===== src/rtl/ringwake_pkg.sv =====
package ringwake_pkg;

    typedef enum logic [1:0] {
        PS_WORK   = 2'b00,
        PS_S3     = 2'b01,
        PS_S5     = 2'b10,
        PS_ACLOSS = 2'b11
    } pwr_state_e;

    localparam logic [1:0] ADDR_CTRL  = 2'd0;
    localparam logic [1:0] ADDR_LEVEL = 2'd1;
    localparam logic [1:0] ADDR_STAT  = 2'd2;

    localparam logic [1:0] DBSEL_BYPASS = 2'b00;
    localparam logic [1:0] DBSEL_SHORT  = 2'b01;
    localparam logic [1:0] DBSEL_MID    = 2'b10;

    typedef struct packed {
        logic [1:0] dbsel;
        logic       pso_en;
        logic       pme_en;
        logic       master_en;
    } ctrl_t;

    localparam ctrl_t CTRL_RST = '{dbsel: DBSEL_SHORT, pso_en: 1'b0,
                                   pme_en: 1'b0, master_en: 1'b0};
    localparam logic [5:0] LEVEL_RST = 6'b00_1111;

endpackage


===== src/rtl/ringwake_tick.sv =====
module ringwake_tick #(
    parameter int TICK_DIV = 200
) (
    input  logic clk,
    input  logic rst_n,
    output logic tick
);
    localparam int CW = (TICK_DIV > 2) ? $clog2(TICK_DIV) : 1;
    localparam logic [CW-1:0] LAST = CW'(TICK_DIV - 1);

    typedef struct packed {
        logic [CW-1:0] cnt;
        logic          tick;
    } tick_s;

    tick_s s_d, s_q;

    always_comb begin
        s_d      = s_q;
        s_d.tick = 1'b0;
        if (s_q.cnt == LAST) begin
            s_d.cnt  = '0;
            s_d.tick = 1'b1;
        end else begin
            s_d.cnt = s_q.cnt + 1'b1;
        end
    end

    always_ff @(posedge clk or negedge rst_n) begin
        if (!rst_n) s_q <= '0;
        else        s_q <= s_d;
    end

    assign tick = s_q.tick;
endmodule


===== src/rtl/ringwake_debounce.sv =====
module ringwake_debounce
    import ringwake_pkg::*;
#(
    parameter int SYNC_STAGES = 2,
    parameter int SHORT_TICKS = 200,
    parameter int MID_TICKS   = 2000,
    parameter int LONG_TICKS  = 20000
) (
    input  logic       clk,
    input  logic       rst_n,
    input  logic       ring_n,
    input  logic       tick,
    input  logic [1:0] dbsel,
    output logic       ring_sync,
    output logic       ring_deb
);
    localparam int CNT_W = $clog2(LONG_TICKS + 1);
    localparam logic [CNT_W-1:0] LIM_SHORT = CNT_W'(SHORT_TICKS - 1);
    localparam logic [CNT_W-1:0] LIM_MID   = CNT_W'(MID_TICKS - 1);
    localparam logic [CNT_W-1:0] LIM_LONG  = CNT_W'(LONG_TICKS - 1);

    typedef struct packed {
        logic [SYNC_STAGES-1:0] sync;
        logic [CNT_W-1:0]       cnt;
        logic                   deb;
    } deb_s;

    deb_s             s_d, s_q;
    logic [CNT_W-1:0] limit;
    logic             ring_s;

    assign ring_s = s_q.sync[SYNC_STAGES-1];

    always_comb begin
        case (dbsel)
            DBSEL_SHORT: limit = LIM_SHORT;
            DBSEL_MID:   limit = LIM_MID;
            default:     limit = LIM_LONG;
        endcase
    end

    always_comb begin
        s_d      = s_q;
        s_d.sync = {s_q.sync[SYNC_STAGES-2:0], ring_n};
        if (dbsel == DBSEL_BYPASS) begin
            s_d.deb = ring_s;
            s_d.cnt = '0;
        end else if (ring_s == s_q.deb) begin
            s_d.cnt = '0;
        end else if (tick) begin
            if (s_q.cnt >= limit) begin
                s_d.deb = ring_s;
                s_d.cnt = '0;
            end else begin
                s_d.cnt = s_q.cnt + 1'b1;
            end
        end
    end

    always_ff @(posedge clk or negedge rst_n) begin
        if (!rst_n) begin
            s_q.sync <= '1;
            s_q.cnt  <= '0;
            s_q.deb  <= 1'b1;
        end else begin
            s_q <= s_d;
        end
    end

    assign ring_sync = ring_s;
    assign ring_deb  = s_q.deb;
endmodule


===== src/rtl/ringwake_regs.sv =====
module ringwake_regs
    import ringwake_pkg::*;
(
    input  logic       clk,
    input  logic       rst_n,
    input  logic [1:0] pwr_state,
    input  logic       reg_we,
    input  logic [1:0] reg_addr,
    input  logic [7:0] reg_wdata,
    output logic [7:0] reg_rdata,
    output ctrl_t      ctrl,
    output logic [5:0] levels,
    output logic       ac_lost
);
    typedef struct packed {
        ctrl_t      ctrl;
        logic [5:0] levels;
        logic       ac_lost;
        logic       s3_back;
        pwr_state_e prev;
    } regs_s;

    regs_s      s_d, s_q;
    pwr_state_e cur;
    logic       unused_wbits;

    assign cur          = pwr_state_e'(pwr_state);
    assign unused_wbits = ^{reg_wdata[7:6], reg_wdata[3]};

    always_comb begin
        s_d = s_q;
        if (reg_we) begin
            case (reg_addr)
                ADDR_CTRL: begin
                    s_d.ctrl.master_en = reg_wdata[0];
                    s_d.ctrl.pme_en    = reg_wdata[1];
                    s_d.ctrl.pso_en    = reg_wdata[2];
                    s_d.ctrl.dbsel     = reg_wdata[5:4];
                end
                ADDR_LEVEL: s_d.levels = reg_wdata[5:0];
                ADDR_STAT: begin
                    if (reg_wdata[0]) s_d.ac_lost = 1'b0;
                    if (reg_wdata[1]) s_d.s3_back = 1'b0;
                end
                default: ;
            endcase
        end
        // hardware sets take priority over software clears
        if (cur == PS_ACLOSS && s_q.prev != PS_ACLOSS) s_d.ac_lost = 1'b1;
        if (cur == PS_WORK && s_q.prev == PS_S3)       s_d.s3_back = 1'b1;
        s_d.prev = cur;
    end

    always_ff @(posedge clk or negedge rst_n) begin
        if (!rst_n) begin
            s_q.ctrl    <= CTRL_RST;
            s_q.levels  <= LEVEL_RST;
            s_q.ac_lost <= 1'b1;
            s_q.s3_back <= 1'b0;
            s_q.prev    <= PS_WORK;
        end else begin
            s_q <= s_d;
        end
    end

    always_comb begin
        case (reg_addr)
            ADDR_CTRL:  reg_rdata = {2'b00, s_q.ctrl.dbsel, 1'b0, s_q.ctrl.pso_en,
                                     s_q.ctrl.pme_en, s_q.ctrl.master_en};
            ADDR_LEVEL: reg_rdata = {2'b00, s_q.levels};
            ADDR_STAT:  reg_rdata = {6'b0, s_q.s3_back, s_q.ac_lost};
            default:    reg_rdata = 8'h00;
        endcase
    end

    assign ctrl    = s_q.ctrl;
    assign levels  = s_q.levels;
    assign ac_lost = s_q.ac_lost;
endmodule


===== src/rtl/ringwake_drive.sv =====
module ringwake_drive
    import ringwake_pkg::*;
#(
    parameter int NUM_PINS = 2
) (
    input  logic                clk,
    input  logic                rst_n,
    input  logic                ring_deb,
    input  logic                pme_en,
    input  logic                pso_en,
    input  logic                master_en,
    input  logic [1:0]          pwr_state,
    input  logic [3*NUM_PINS-1:0] levels,
    output logic                pme_evt,
    output logic                pso_evt,
    output logic [NUM_PINS-1:0] ctl_n
);
    typedef struct packed {
        logic                deb_prev;
        logic                pme;
        logic                pso;
        logic [NUM_PINS-1:0] ctl_n;
    } drv_s;

    drv_s                s_d, s_q;
    logic [NUM_PINS-1:0] lvl_sel;
    logic                fall;

    for (genvar k = 0; k < NUM_PINS; k++) begin : g_pin
        always_comb begin
            case (pwr_state_e'(pwr_state))
                PS_S3:     lvl_sel[k] = levels[k];
                PS_S5:     lvl_sel[k] = levels[NUM_PINS + k];
                PS_ACLOSS: lvl_sel[k] = levels[2*NUM_PINS + k];
                default:   lvl_sel[k] = 1'b1;
            endcase
        end
    end

    assign fall = s_q.deb_prev & ~ring_deb;

    always_comb begin
        s_d          = s_q;
        s_d.deb_prev = ring_deb;
        s_d.pme      = fall & pme_en;
        s_d.pso      = fall & pso_en;
        s_d.ctl_n    = master_en ? lvl_sel : '1;
    end

    always_ff @(posedge clk or negedge rst_n) begin
        if (!rst_n) begin
            s_q.deb_prev <= 1'b1;
            s_q.pme      <= 1'b0;
            s_q.pso      <= 1'b0;
            s_q.ctl_n    <= '1;
        end else begin
            s_q <= s_d;
        end
    end

    assign pme_evt = s_q.pme;
    assign pso_evt = s_q.pso;
    assign ctl_n   = s_q.ctl_n;
endmodule


===== src/rtl/ringwake_pwrctl.sv =====
module ringwake_pwrctl
    import ringwake_pkg::*;
#(
    parameter int TICK_DIV    = 200,
    parameter int SHORT_TICKS = 200,
    parameter int MID_TICKS   = 2000,
    parameter int LONG_TICKS  = 20000,
    parameter int SYNC_STAGES = 2
) (
    input  logic       clk,
    input  logic       rst_n,
    input  logic       ring_n,
    input  logic [1:0] pwr_state,
    input  logic       reg_we,
    input  logic [1:0] reg_addr,
    input  logic [7:0] reg_wdata,
    output logic [7:0] reg_rdata,
    output logic       pme_evt,
    output logic       pso_evt,
    output logic [1:0] ctl_n
);
    logic       tick;
    logic       ring_sync;
    logic       ring_deb;
    ctrl_t      ctrl;
    logic [5:0] levels;
    logic       ac_lost;

    ringwake_tick #(.TICK_DIV(TICK_DIV)) u_tick (
        .clk(clk), .rst_n(rst_n), .tick(tick)
    );

    ringwake_debounce #(
        .SYNC_STAGES(SYNC_STAGES), .SHORT_TICKS(SHORT_TICKS),
        .MID_TICKS(MID_TICKS), .LONG_TICKS(LONG_TICKS)
    ) u_deb (
        .clk(clk), .rst_n(rst_n), .ring_n(ring_n), .tick(tick),
        .dbsel(ctrl.dbsel), .ring_sync(ring_sync), .ring_deb(ring_deb)
    );

    ringwake_regs u_regs (
        .clk(clk), .rst_n(rst_n), .pwr_state(pwr_state),
        .reg_we(reg_we), .reg_addr(reg_addr), .reg_wdata(reg_wdata),
        .reg_rdata(reg_rdata), .ctrl(ctrl), .levels(levels), .ac_lost(ac_lost)
    );

    ringwake_drive #(.NUM_PINS(2)) u_drive (
        .clk(clk), .rst_n(rst_n), .ring_deb(ring_deb),
        .pme_en(ctrl.pme_en), .pso_en(ctrl.pso_en), .master_en(ctrl.master_en),
        .pwr_state(pwr_state), .levels(levels),
        .pme_evt(pme_evt), .pso_evt(pso_evt), .ctl_n(ctl_n)
    );
endmodule


===== config.mk =====
export PLATFORM = sky130hd
export DESIGN_NAME = ringwake_pwrctl
export DESIGN_NICKNAME = d
export VERILOG_FILES = /design/src/rtl/ringwake_pkg.sv /design/src/rtl/ringwake_tick.sv /design/src/rtl/ringwake_debounce.sv /design/src/rtl/ringwake_regs.sv /design/src/rtl/ringwake_drive.sv /design/src/rtl/ringwake_pwrctl.sv
export SDC_FILE = /design/constraint.sdc
export NUM_CORES = 1
export LEC_CHECK = 0
export ABC_CLOCK_PERIOD_IN_PS = 3000
export BUFFER_PORTS_ARGS = -buffer_cell sky130_fd_sc_hd__buf_2
export CAP_MARGIN = 20
export CORE_MARGIN = 2
export CORE_UTILIZATION = 58
export DETAILED_ROUTE_END_ITERATION = 12
export HOLD_SLACK_MARGIN = 0.12
export PLACE_DENSITY = 0.76
export SYNTH_ARGS = -nofsm -noshare
export SYNTH_HDL_FRONTEND = slang
export SYNTH_SLANG_ARGS = --single-unit

===== constraint.sdc =====
create_clock -name clk -period 3 [get_ports clk]
set_input_delay 0.15 -clock clk [delete_from_list [all_inputs] [get_ports clk]]
set_output_delay 0.15 -clock clk [all_outputs]
set_load 0.02 [all_outputs]

After elaboration in Yosys (flattened, before gate mapping). Cells that the tools add are included. Widths: inputs -> output; s select.

Word-level logic and storage cells: 74. Bits in registers: 47.

Muxes and demuxes: 19. Add/sub/neg operators: 2. Reduce and logical (&&, ||, !) cells: 19. Eq/ne operators: 12. Bitwise logic cells: 4. Order comparisons: 1.

Operators by type and width (number): $mux 16 (2); $mux 15 (2); $pmux 15 s2 (1); $pmux 6 s3 (1); $reduce_bool 2->1 (8); $add 15x1->15 const B (1); $ge 15x15->1 (1); $reduce_and 3->1 (3); $add 8x1->8 const B (1); $eq 2x1->1 const B (4); $eq 2x2->1 const B (4); $eq 8x8->1 const B (1); $mux 8 (1); $mux 1 (7); $logic_not 2->1 (3); $mux 2 (3); $pmux 1 s3 (2); $reduce_and 2->1 (2); $and 1x1->1 (3); $reduce_bool 3->1 (1); $logic_and 1x1->1 (2); $ne 2x1->1 const B (1); $ne 2x2->1 const B (1); $eq 1x1->1 (1); $not 1->1 (1).

Logic depth before layout (Yosys ltp). Gate-level depths: netlist of the first run.

Depth after elaboration: 7. Depth in mapped cells: 10. Mapped depth without buffers: 9.

By module. A second synthesis of the first run with hierarchy kept.

Cell total of the unflattened synthesis: 244. Area, all modules: 2720.1 sq um.

By module, submodules not included: ringwake_debounce (cells an instance 133, sequential area each 454.2 sq um, times used 1, area an instance 1281.2 sq um); ringwake_regs (cells an instance 62, sequential area each 382.9 sq um, times used 1, area an instance 804.5 sq um); ringwake_tick (cells an instance 34, sequential area each 225.2 sq um, times used 1, area an instance 415.4 sq um); ringwake_drive (cells an instance 15, sequential area each 128.9 sq um, times used 1, area an instance 219.0 sq um).

Worst setup path after synthesis of the first run. No wires, ideal clock.

Path type: flip-flop to flip-flop. Start: reg u_regs.ctrl[3] (netlist name). End: reg u_deb.s_q[10] (netlist bit). Path slack: 0.292 ns. Stages on the path, launching flop included: 11. Data arrival time: 2.587 ns. Path buffers: 1. Period minus slack after synthesis: 2.708 ns. Cells stage by stage: dfstp_2 > inv_1 > ha_1 > ha_1 > nand3b_1 > or3_1 > a311oi_2 > nor3_2 > buf_6 > a31o_1 > a22o_1.

Word-level cells in the longest chain between the ends: 7.

Ends and longest elaborated chain: $eq 2x2->1 or $eq 2x1->1 (tied branches) (RTL line ringwake_debounce.sv:35) `case (dbsel)`; $pmux 15 s2 (RTL line ringwake_debounce.sv:35); $ge 15x15->1 (RTL line ringwake_debounce.sv:51) `if (s_q.cnt >= limit) begin`; $mux 15 (RTL line ringwake_debounce.sv:51); $mux 16 (RTL line ringwake_debounce.sv:50) `end else if (tick) begin`; $mux 15 (RTL line ringwake_debounce.sv:48) `end else if (ring_s == s_q.deb) begin`; $mux 16 (RTL line ringwake_debounce.sv:45) `if (dbsel == DBSEL_BYPASS) begin`; end: declaration (RTL line ringwake_debounce.sv:28) `deb_s s_d, s_q;`.

Parallel ways exist; a longest one is shown, timed or not. The select of a mux whose other input is x is not followed. A chain may end at the register's enable or synchronous reset.

Final worst setup path of the first run.
Start: reg u_regs.ctrl[3] (netlist name). End: reg u_deb.s_q[8] (netlist bit).

Word-level cells in the longest chain between the ends: 7.

Ends and longest elaborated chain (RTL line): $eq 2x2->1 or $eq 2x1->1 (tied branches) (ringwake_debounce.sv:35); $pmux 15 s2 (ringwake_debounce.sv:35); $ge 15x15->1 (ringwake_debounce.sv:51); $mux 15 (ringwake_debounce.sv:51); $mux 16 (ringwake_debounce.sv:50); $mux 15 (ringwake_debounce.sv:48); $mux 16 (ringwake_debounce.sv:45).

Parallel ways exist; a longest one is shown, timed or not. The select of a mux whose other input is x is not followed.

==> flow_summary.ini, run 1 <==
[worst_setup_path]
critPathSlowestCell = sky130_fd_sc_hd__dfstp_2
data_required_time_of_the_critical_path_ps = 3200
timing.critical_path.to = u_deb.s_q[8]$_DFFE_PN0P_
crit_path_frequent_cell = sky130_fd_sc_hd__buf_4
regToRegSetupSlack_ps = 160
cp-startpoint = u_regs.ctrl[3]$_DFFE_PN1P_
critical_path.max_stage_delay_ps = 570
crit_family = compound AO/OA/AOI/OAI gates
timing.critical_path.depth = 11
worst-path-max-fanout = 7
critical_path.endpoint_type = register
worst_ep_arrival_time_ps = 3030
critical_path_class = reg2reg
element_type_at_the_critical_path_start = register
worst-r2r-cell-count = 11
critical_path.n_buffers_inverters = 3
timing.rr.start = u_regs.ctrl[3]$_DFFE_PN1P_
path_cells = inv_1 -> ha_4 -> buf_4 -> ha_1 -> and4bb_2 -> o211ai_1 -> a311oi_2 -> nor3_2 -> buf_4 -> a31o_2 -> a22o_1
crit-reg2reg-capture = u_deb.s_q[8]$_DFFE_PN0P_

[synthesis]
synth-seq-cells = 47
mappedNetlistArea_um2 = 2530
yosys.cell_count.top_type = sky130_fd_sc_hd__dfrtp_1
synth.top_cell.area_share_pct = 34.6
synth_edf_count = 0
fraction_of_synthesized_cell_area_in_xor_and_xnor_cells_pct = 2.77
muxShareOfSynthArea_pct = 8.49
synth-simple-area-share_pct = 19.0
yosysTopAreaCell = sky130_fd_sc_hd__dfrtp_1
post_synth_fa_ha_maj_area_fraction_pct = 4.94
combinational_family_with_the_most_area_after_synthesis = simple AND/OR/NAND/NOR gates
ys_top_cells_by_count = 35 x sky130_fd_sc_hd__dfrtp_1, 26 x sky130_fd_sc_hd__nor2_1, 20 x sky130_fd_sc_hd__nand2_1, 14 x sky130_fd_sc_hd__nand3_1
synth_compound_area_share_pct = 13.6
synth.lib_cells_used.distinct = 47
synth.area.top_cells = sky130_fd_sc_hd__dfrtp_1 35%, sky130_fd_sc_hd__dfstp_2 12%, sky130_fd_sc_hd__mux2_2 5.3%
syn_inst = 243
asyncSetResetFlopFracSynth_pct = 100
synth_top_flop_cell = sky130_fd_sc_hd__dfrtp_1
synth.yosys.seq_area_share_pct = 47.0
syn-mean-instance-area_um2 = 10.4
synth.yosys.warnings = 0

[final_layout]
filler_cell_count = 333
multi_input_comb_area_um2 = 1260
syn2layout_area_growth_pct = 13.8
diodes_inserted = 0
area.sequential_um2 = 1190
post_route_cells_drive_above_1_share_pct = 26.2
final_area_um2 = 2880
layout.nets = 301

[timing]
setup_violations = 0
final-hold-violation-count = 0
fin_worst_hold_slack_ps = 129
clock_skew_ps = 5.84
min_setup_slack_post_route_ps = 164
period_needed_ps = 2840
slew_headroom_pct = 41.8
grt_setup_unrepaired = false
worst_slew_pin_slew_ps = 871
slew_viol_final = 0
max_clock_freq_mhz = 353
layout_worst_path_cycle_share_pct = 94.5
setup_total_negative_slack_ps = 0

[cts]
cts_root_buffer = sky130_fd_sc_hd__clkbuf_8
cts_tree = built
clock_slew_seen_by_the_registers_of_the_worst_setup_and_hold_paths_ps = 80
number_of_buffers_added_by_the_clock_tree_synthesis_step = 5
cts.htree.levels = 2
clock-sinks = 47
clock_tree.buffer_depth = 2
worst_skew_pair.late_latency_ps = 300

[pwr]
irDropWorstVdd_mv = 0.369
switchingPower_uw = 535
seqPwrFrac_pct = 46.9
sw_frac_of_total_pct = 32.3
leakage_uw = 0.00130
report.power.total_uw = 1660
pwr-share-comb_pct = 30.7
cellPowerDensity_nw_per_um2 = 574
power_report.internal_total_uw = 1120
power.share.clock_pct = 22.4

[place]
io_buffer_count = 23
hpwlAfterDp_um = 3330
postPlaceCellArea_um2 = 2670
place.gp.congestion = 0.823
post-place-ws_ps = 115

[die]
die_w_um = 70.1
die_area_um2 = 4910
initial_standard_cell_utilization_of_the_core_pct = 59.0
coreArea_um2 = 4290
pin_count = 28
die_h_um = 70.1
std_cell_rows = 24

[drt]
drt_iter0_drc = 122
viasPerCell = 5.85
detail_route.wl_per_cell_um = 15.1
total_routed_wirelength_um = 4950
drc = 0
drt_pre_antenna_iters = 4
postRouteAntennaNets = 0
detailroute.via_count = 1912

[run]
cap_viol_max_count = 0

[grt]
global_route.overflow_total = 0
global_route_usage_sum_pct = 21.7
grt_first_pass_wirelength_um = 8400
first_global_vias = 1848
antenna_found_initial = 0
grt_max_degree = 48

[worst_hold_path]
holdCritPathClass = in2reg

[outcome]
status = completed
[kinds of logic after synthesis]
group,Yosys count
adder cells (fa/ha/maj),10
AO/OA/AOI/OAI,45
XOR/XNOR,8
multiplexers,20
buffers and inverters,19
flip-flops,47
AND/OR/NAND/NOR,93
other,1
[routing by layer]
metal | share of wire, % | up-vias | global-route usage (%) | wire length, µm
met5 | 0 | - | 0 | 0
met4 | 2.1 | 0 | 10.5 | 103
met3 | 3.9 | 11 | 4.04 | 195
met2 | 49 | 45 | 34.5 | 2420
met1 | 45 | 916 | 28.6 | 2230
li1 | - | 940 | - | -
[per-stage QoR]
| stage | utilization [%] | std cells |
|---|---|---|
| floorplan | - | 244 |
| global placement | 62.2 | 310 |
| detailed placement | 62.2 | 310 |
| CTS | 66.2 | 326 |
| global route | 67.1 | 327 |
| finish | 67.1 | 327 |
[how the worst min path moves through the flow]
stage / cells past startpoint / startpoint / end / slack (ps)
after global placement: 1 / ring_n / u_deb.s_d[17]$_DFF_PN1_ / 260
after CTS: 2 / reg_wdata[0] / u_regs.ctrl[0]$_DFFE_PN0P_ / 120
final: 2 / reg_wdata[0] / u_regs.ctrl[0]$_DFFE_PN0P_ / 130
after global routing: 2 / reg_wdata[0] / u_regs.levels[0]$_DFFE_PN1P_ / 130
after detailed placement: 1 / ring_n / u_deb.s_d[17]$_DFF_PN1_ / 260
after floorplan: 0 / rst_n / u_deb.s_q[10]$_DFFE_PN0P_ / -150
[cell usage in the layout (no fill, tap or decap), types with 2 or more instances in the layout]
cell type	n
sky130_fd_sc_hd__a21oi_1	4
sky130_fd_sc_hd__a22o_1	11
sky130_fd_sc_hd__a31o_1	5
sky130_fd_sc_hd__a31o_2	5
sky130_fd_sc_hd__and3b_1	4
sky130_fd_sc_hd__and4_1	2
sky130_fd_sc_hd__buf_2	23
sky130_fd_sc_hd__buf_4	4
sky130_fd_sc_hd__clkbuf_8	5
sky130_fd_sc_hd__conb_1	2
sky130_fd_sc_hd__dfrtp_1	35
sky130_fd_sc_hd__dfstp_2	12
sky130_fd_sc_hd__dlygate4sd3_1	9
sky130_fd_sc_hd__ha_1	9
sky130_fd_sc_hd__inv_1	6
sky130_fd_sc_hd__mux2_2	12
sky130_fd_sc_hd__mux2i_1	8
sky130_fd_sc_hd__nand2_1	20
sky130_fd_sc_hd__nand3_1	14
sky130_fd_sc_hd__nand3b_1	3
sky130_fd_sc_hd__nand4_1	2
sky130_fd_sc_hd__nand4b_1	2
sky130_fd_sc_hd__nor2_1	26
sky130_fd_sc_hd__nor2b_1	2
sky130_fd_sc_hd__nor3_1	4
sky130_fd_sc_hd__nor3b_1	3
sky130_fd_sc_hd__o211ai_1	2
sky130_fd_sc_hd__o21ai_0	8
sky130_fd_sc_hd__or2_2	3
sky130_fd_sc_hd__or3_1	2
sky130_fd_sc_hd__xnor2_1	3
sky130_fd_sc_hd__xor2_1	5
[power groups by stage]
stage | clock network [µW] | registers, µW | logic [µW]
after floorplan | 0 | 787 | 364
after global placement | 0 | 786 | 477
after detailed placement | 0 | 790 | 484
after CTS | 387 | 777 | 496
after global routing | 401 | 791 | 557
final | 371 | 777 | 508
[area by class of cell]
type	count	area share, %
multi-input combinational	178	43.7
sequential	47	41.3
timing repair buffer	37	9.11
clock buffer	5	2.39
tap	52	2.26
inverter	6	0.781
clock inverter	2	0.477
[state kept, by name, indices dropped and copies added, names as in the netlist]
register,flops
u_deb.ring_sync,1
u_deb.ring_deb,1
u_drive.s_q,1
u_drive.pso_evt,1
u_tick.tick,1
u_deb.s_d,1
u_regs.ac_lost,1
u_regs.ctrl,5
u_drive.pme_evt,1
u_regs.levels,6
u_deb.s_q,15
u_tick.s_q,8
u_regs.s_q,3
u_drive.ctl_n,2
[what timing repair did]
item                       4_1_cts  5_1_grt
resized for setup                0        2
hold endpoints to repair        48        0
setup endpoints to repair        0       11
buffers inserted                 0        0
hold buffers                     9        0
Note: power is estimated with default switching activity, not from simulation.
==> run 2, diff against run 1 <==
--- a/config.mk
+++ b/config.mk
@@ -6,7 +6,7 @@
 export NUM_CORES = 1
 export LEC_CHECK = 0
 export ABC_CLOCK_PERIOD_IN_PS = 3000
-export BUFFER_PORTS_ARGS = -buffer_cell sky130_fd_sc_hd__buf_2
+export BUFFER_PORTS_ARGS = -buffer_cell sky130_fd_sc_hd__buf_4
 export CAP_MARGIN = 20
 export CORE_MARGIN = 2
 export CORE_UTILIZATION = 58
==> run 2 against run 1 <==
Wire length grew 6.4%; critical endpoint unchanged; sequential power grew 0.5%; sequential share of layout area shrank 0.86 points; total power grew 7.6%; first-iteration DRC count shrank 4.9%; worst hold slack gained 52 ps; setup slack lost 33 ps; clock-buffer cell count is the same; non-clock buffer count is the same; critical path type unchanged; fmax shrank 1.1%; combinational power grew 2%; largest cell class unchanged; die area is the same.
==> flow_summary.ini, run 2 (same netlist as run 1, synthesis figures left out) <==
[drt]
viasPerCell = 6.00
drt_pre_antenna_iters = 4
detailroute.via_count = 1968
drt_iter0_drc = 116
detail_route.wl_per_cell_um = 16.1
total_routed_wirelength_um = 5270
postRouteAntennaNets = 0
drc = 0

[cts]
clock_slew_seen_by_the_registers_of_the_worst_setup_and_hold_paths_ps = 100
cts.htree.levels = 2
worst_skew_pair.late_latency_ps = 310
clock-sinks = 47
number_of_buffers_added_by_the_clock_tree_synthesis_step = 5
cts_root_buffer = sky130_fd_sc_hd__clkbuf_8
cts_tree = built
clock_tree.buffer_depth = 2

[die]
std_cell_rows = 24
pin_count = 28
die_w_um = 70.1
die_area_um2 = 4910
coreArea_um2 = 4290
die_h_um = 70.1
initial_standard_cell_utilization_of_the_core_pct = 59.0

[timing]
setup_violations = 0
setup_total_negative_slack_ps = 0
worst_slew_pin_slew_ps = 959
final-hold-violation-count = 0
period_needed_ps = 2870
layout_worst_path_cycle_share_pct = 95.6
slew_headroom_pct = 36.0
slew_viol_final = 0
grt_setup_unrepaired = false
min_setup_slack_post_route_ps = 131
clock_skew_ps = 12.7
max_clock_freq_mhz = 349

[worst_setup_path]
worst_ep_arrival_time_ps = 3070
element_type_at_the_critical_path_start = register
critical_path.endpoint_type = register
critical_path_class = reg2reg
regToRegSetupSlack_ps = 130
worst-r2r-cell-count = 11
data_required_time_of_the_critical_path_ps = 3200
worst-path-max-fanout = 11

[grt]
global_route_usage_sum_pct = 22.9
global_route.overflow_total = 0
first_global_vias = 1902
grt_max_degree = 48
antenna_found_initial = 0
grt_first_pass_wirelength_um = 8900

[place]
io_buffer_count = 23
post-place-ws_ps = 48.8
place.gp.congestion = 0.860
hpwlAfterDp_um = 3450

[final_layout]
post_route_cells_drive_above_1_share_pct = 25.7
largest_register_ff_count = 15
layout.nets = 301
commonest_non_fill_non_tap_cells_in_the_layout = 35 x sky130_fd_sc_hd__dfrtp_1, 27 x sky130_fd_sc_hd__buf_4, 26 x sky130_fd_sc_hd__nor2_1
syn2layout_area_growth_pct = 16.2
largestRegisters = u_deb.s_q x15, u_tick.s_q x8, u_regs.levels x6
final_common_cell = sky130_fd_sc_hd__dfrtp_1
diodes_inserted = 0
registers.top_by_ff_count = u_deb.s_q

[pwr]
cellPowerDensity_nw_per_um2 = 605
leakage_uw = 0.00132
irDropWorstVdd_mv = 0.389

[run]
cap_viol_max_count = 0

[worst_hold_path]
holdCritPathClass = in2reg
min_delay_path_depth = 4

[outcome]
status = completed
-- run 2: cell count changes in the layout (fill, tap and decap cells not counted) --
cell / change
sky130_fd_sc_hd__buf_2: -23
sky130_fd_sc_hd__dlygate4sd3_1: +1
sky130_fd_sc_hd__ha_4: -1
sky130_fd_sc_hd__inv_6: +1
sky130_fd_sc_hd__clkinv_2: -1
sky130_fd_sc_hd__ha_1: +1
sky130_fd_sc_hd__buf_4: +23
sky130_fd_sc_hd__buf_16: -1
sky130_fd_sc_hd__bufinv_16: +1
-- run 2: timing repair --
item	in CTS	in global routing
endpoints found under the hold margin	50	0
buffers inserted	0	1
endpoints found under the setup margin	0	11
hold buffers	10	0
gates resized for setup	0	1
-- run 2: final timing paths --
check | from | to
max | u_regs.ctrl[3]$_DFFE_PN1P_ | u_deb.s_q[8]$_DFFE_PN0P_
min | reg_we | u_regs.s_q[2]$_DFFE_PN0P_
max reg2reg | u_regs.ctrl[3]$_DFFE_PN1P_ | u_deb.s_q[8]$_DFFE_PN0P_
min reg2reg | u_deb.s_d[17]$_DFF_PN1_ | u_deb.ring_sync$_DFF_PN1_
max in group asynchronous | rst_n | u_deb.ring_sync$_DFF_PN1_
min in group asynchronous | rst_n | u_deb.s_q[2]$_DFFE_PN0P_
-- run 2: power breakdown --
part | switching (µW) | internal, µW | total [µW]
combinational | 273 | 245 | 518
sequential | 54.8 | 726 | 781
clock | 230 | 253 | 483
-- run 2: area by class of cell --
type	count	area [µm²]
clock inverter	3	47.5
timing repair buffer	37	303
clock buffer	5	68.8
fill	336	1350
inverter	6	22.5
sequential	47	1190
tap	52	65.1
multi-input combinational	178	1250
-- run 2: per-stage QoR --
step | instances | hold WS (ps) | utilization [%] | total power [µW] | cell area (µm²)
after floorplan | 244 | -146 | - | 1150 | 2540
after global placement | 309 | 188 | 63.3 | 1280 | 2720
after detailed placement | 309 | 192 | 63.3 | 1290 | 2720
after CTS | 327 | 183 | 68.4 | 1780 | 2940
after global routing | 328 | 214 | 68.6 | 1880 | 2940
final | 328 | 181 | 68.6 | 1780 | 2940
-- run 2: critical path, cell delays in order (launching register included) --
cell and delay (ps):
sky130_fd_sc_hd__dfstp_2 560, sky130_fd_sc_hd__inv_1 80, sky130_fd_sc_hd__ha_1 330, sky130_fd_sc_hd__buf_4 160, sky130_fd_sc_hd__ha_1 280, sky130_fd_sc_hd__and4bb_2 270, sky130_fd_sc_hd__o211ai_1 110, sky130_fd_sc_hd__a311oi_2 220
sky130_fd_sc_hd__nor3_2 110, sky130_fd_sc_hd__buf_4 190, sky130_fd_sc_hd__a31o_2 230, sky130_fd_sc_hd__a22o_1 220
-- run 2: layer usage --
| metal | up-vias | wire (µm) | global-route usage (%) |
|---|---|---|---|
| li1 | 947 | - | - |
| met1 | 967 | 2390 | 30.9 |
| met2 | 41 | 2610 | 36.6 |
| met3 | 13 | 162 | 4.04 |
| met4 | 0 | 106 | 9.40 |
| met5 | - | 0 | 0 |
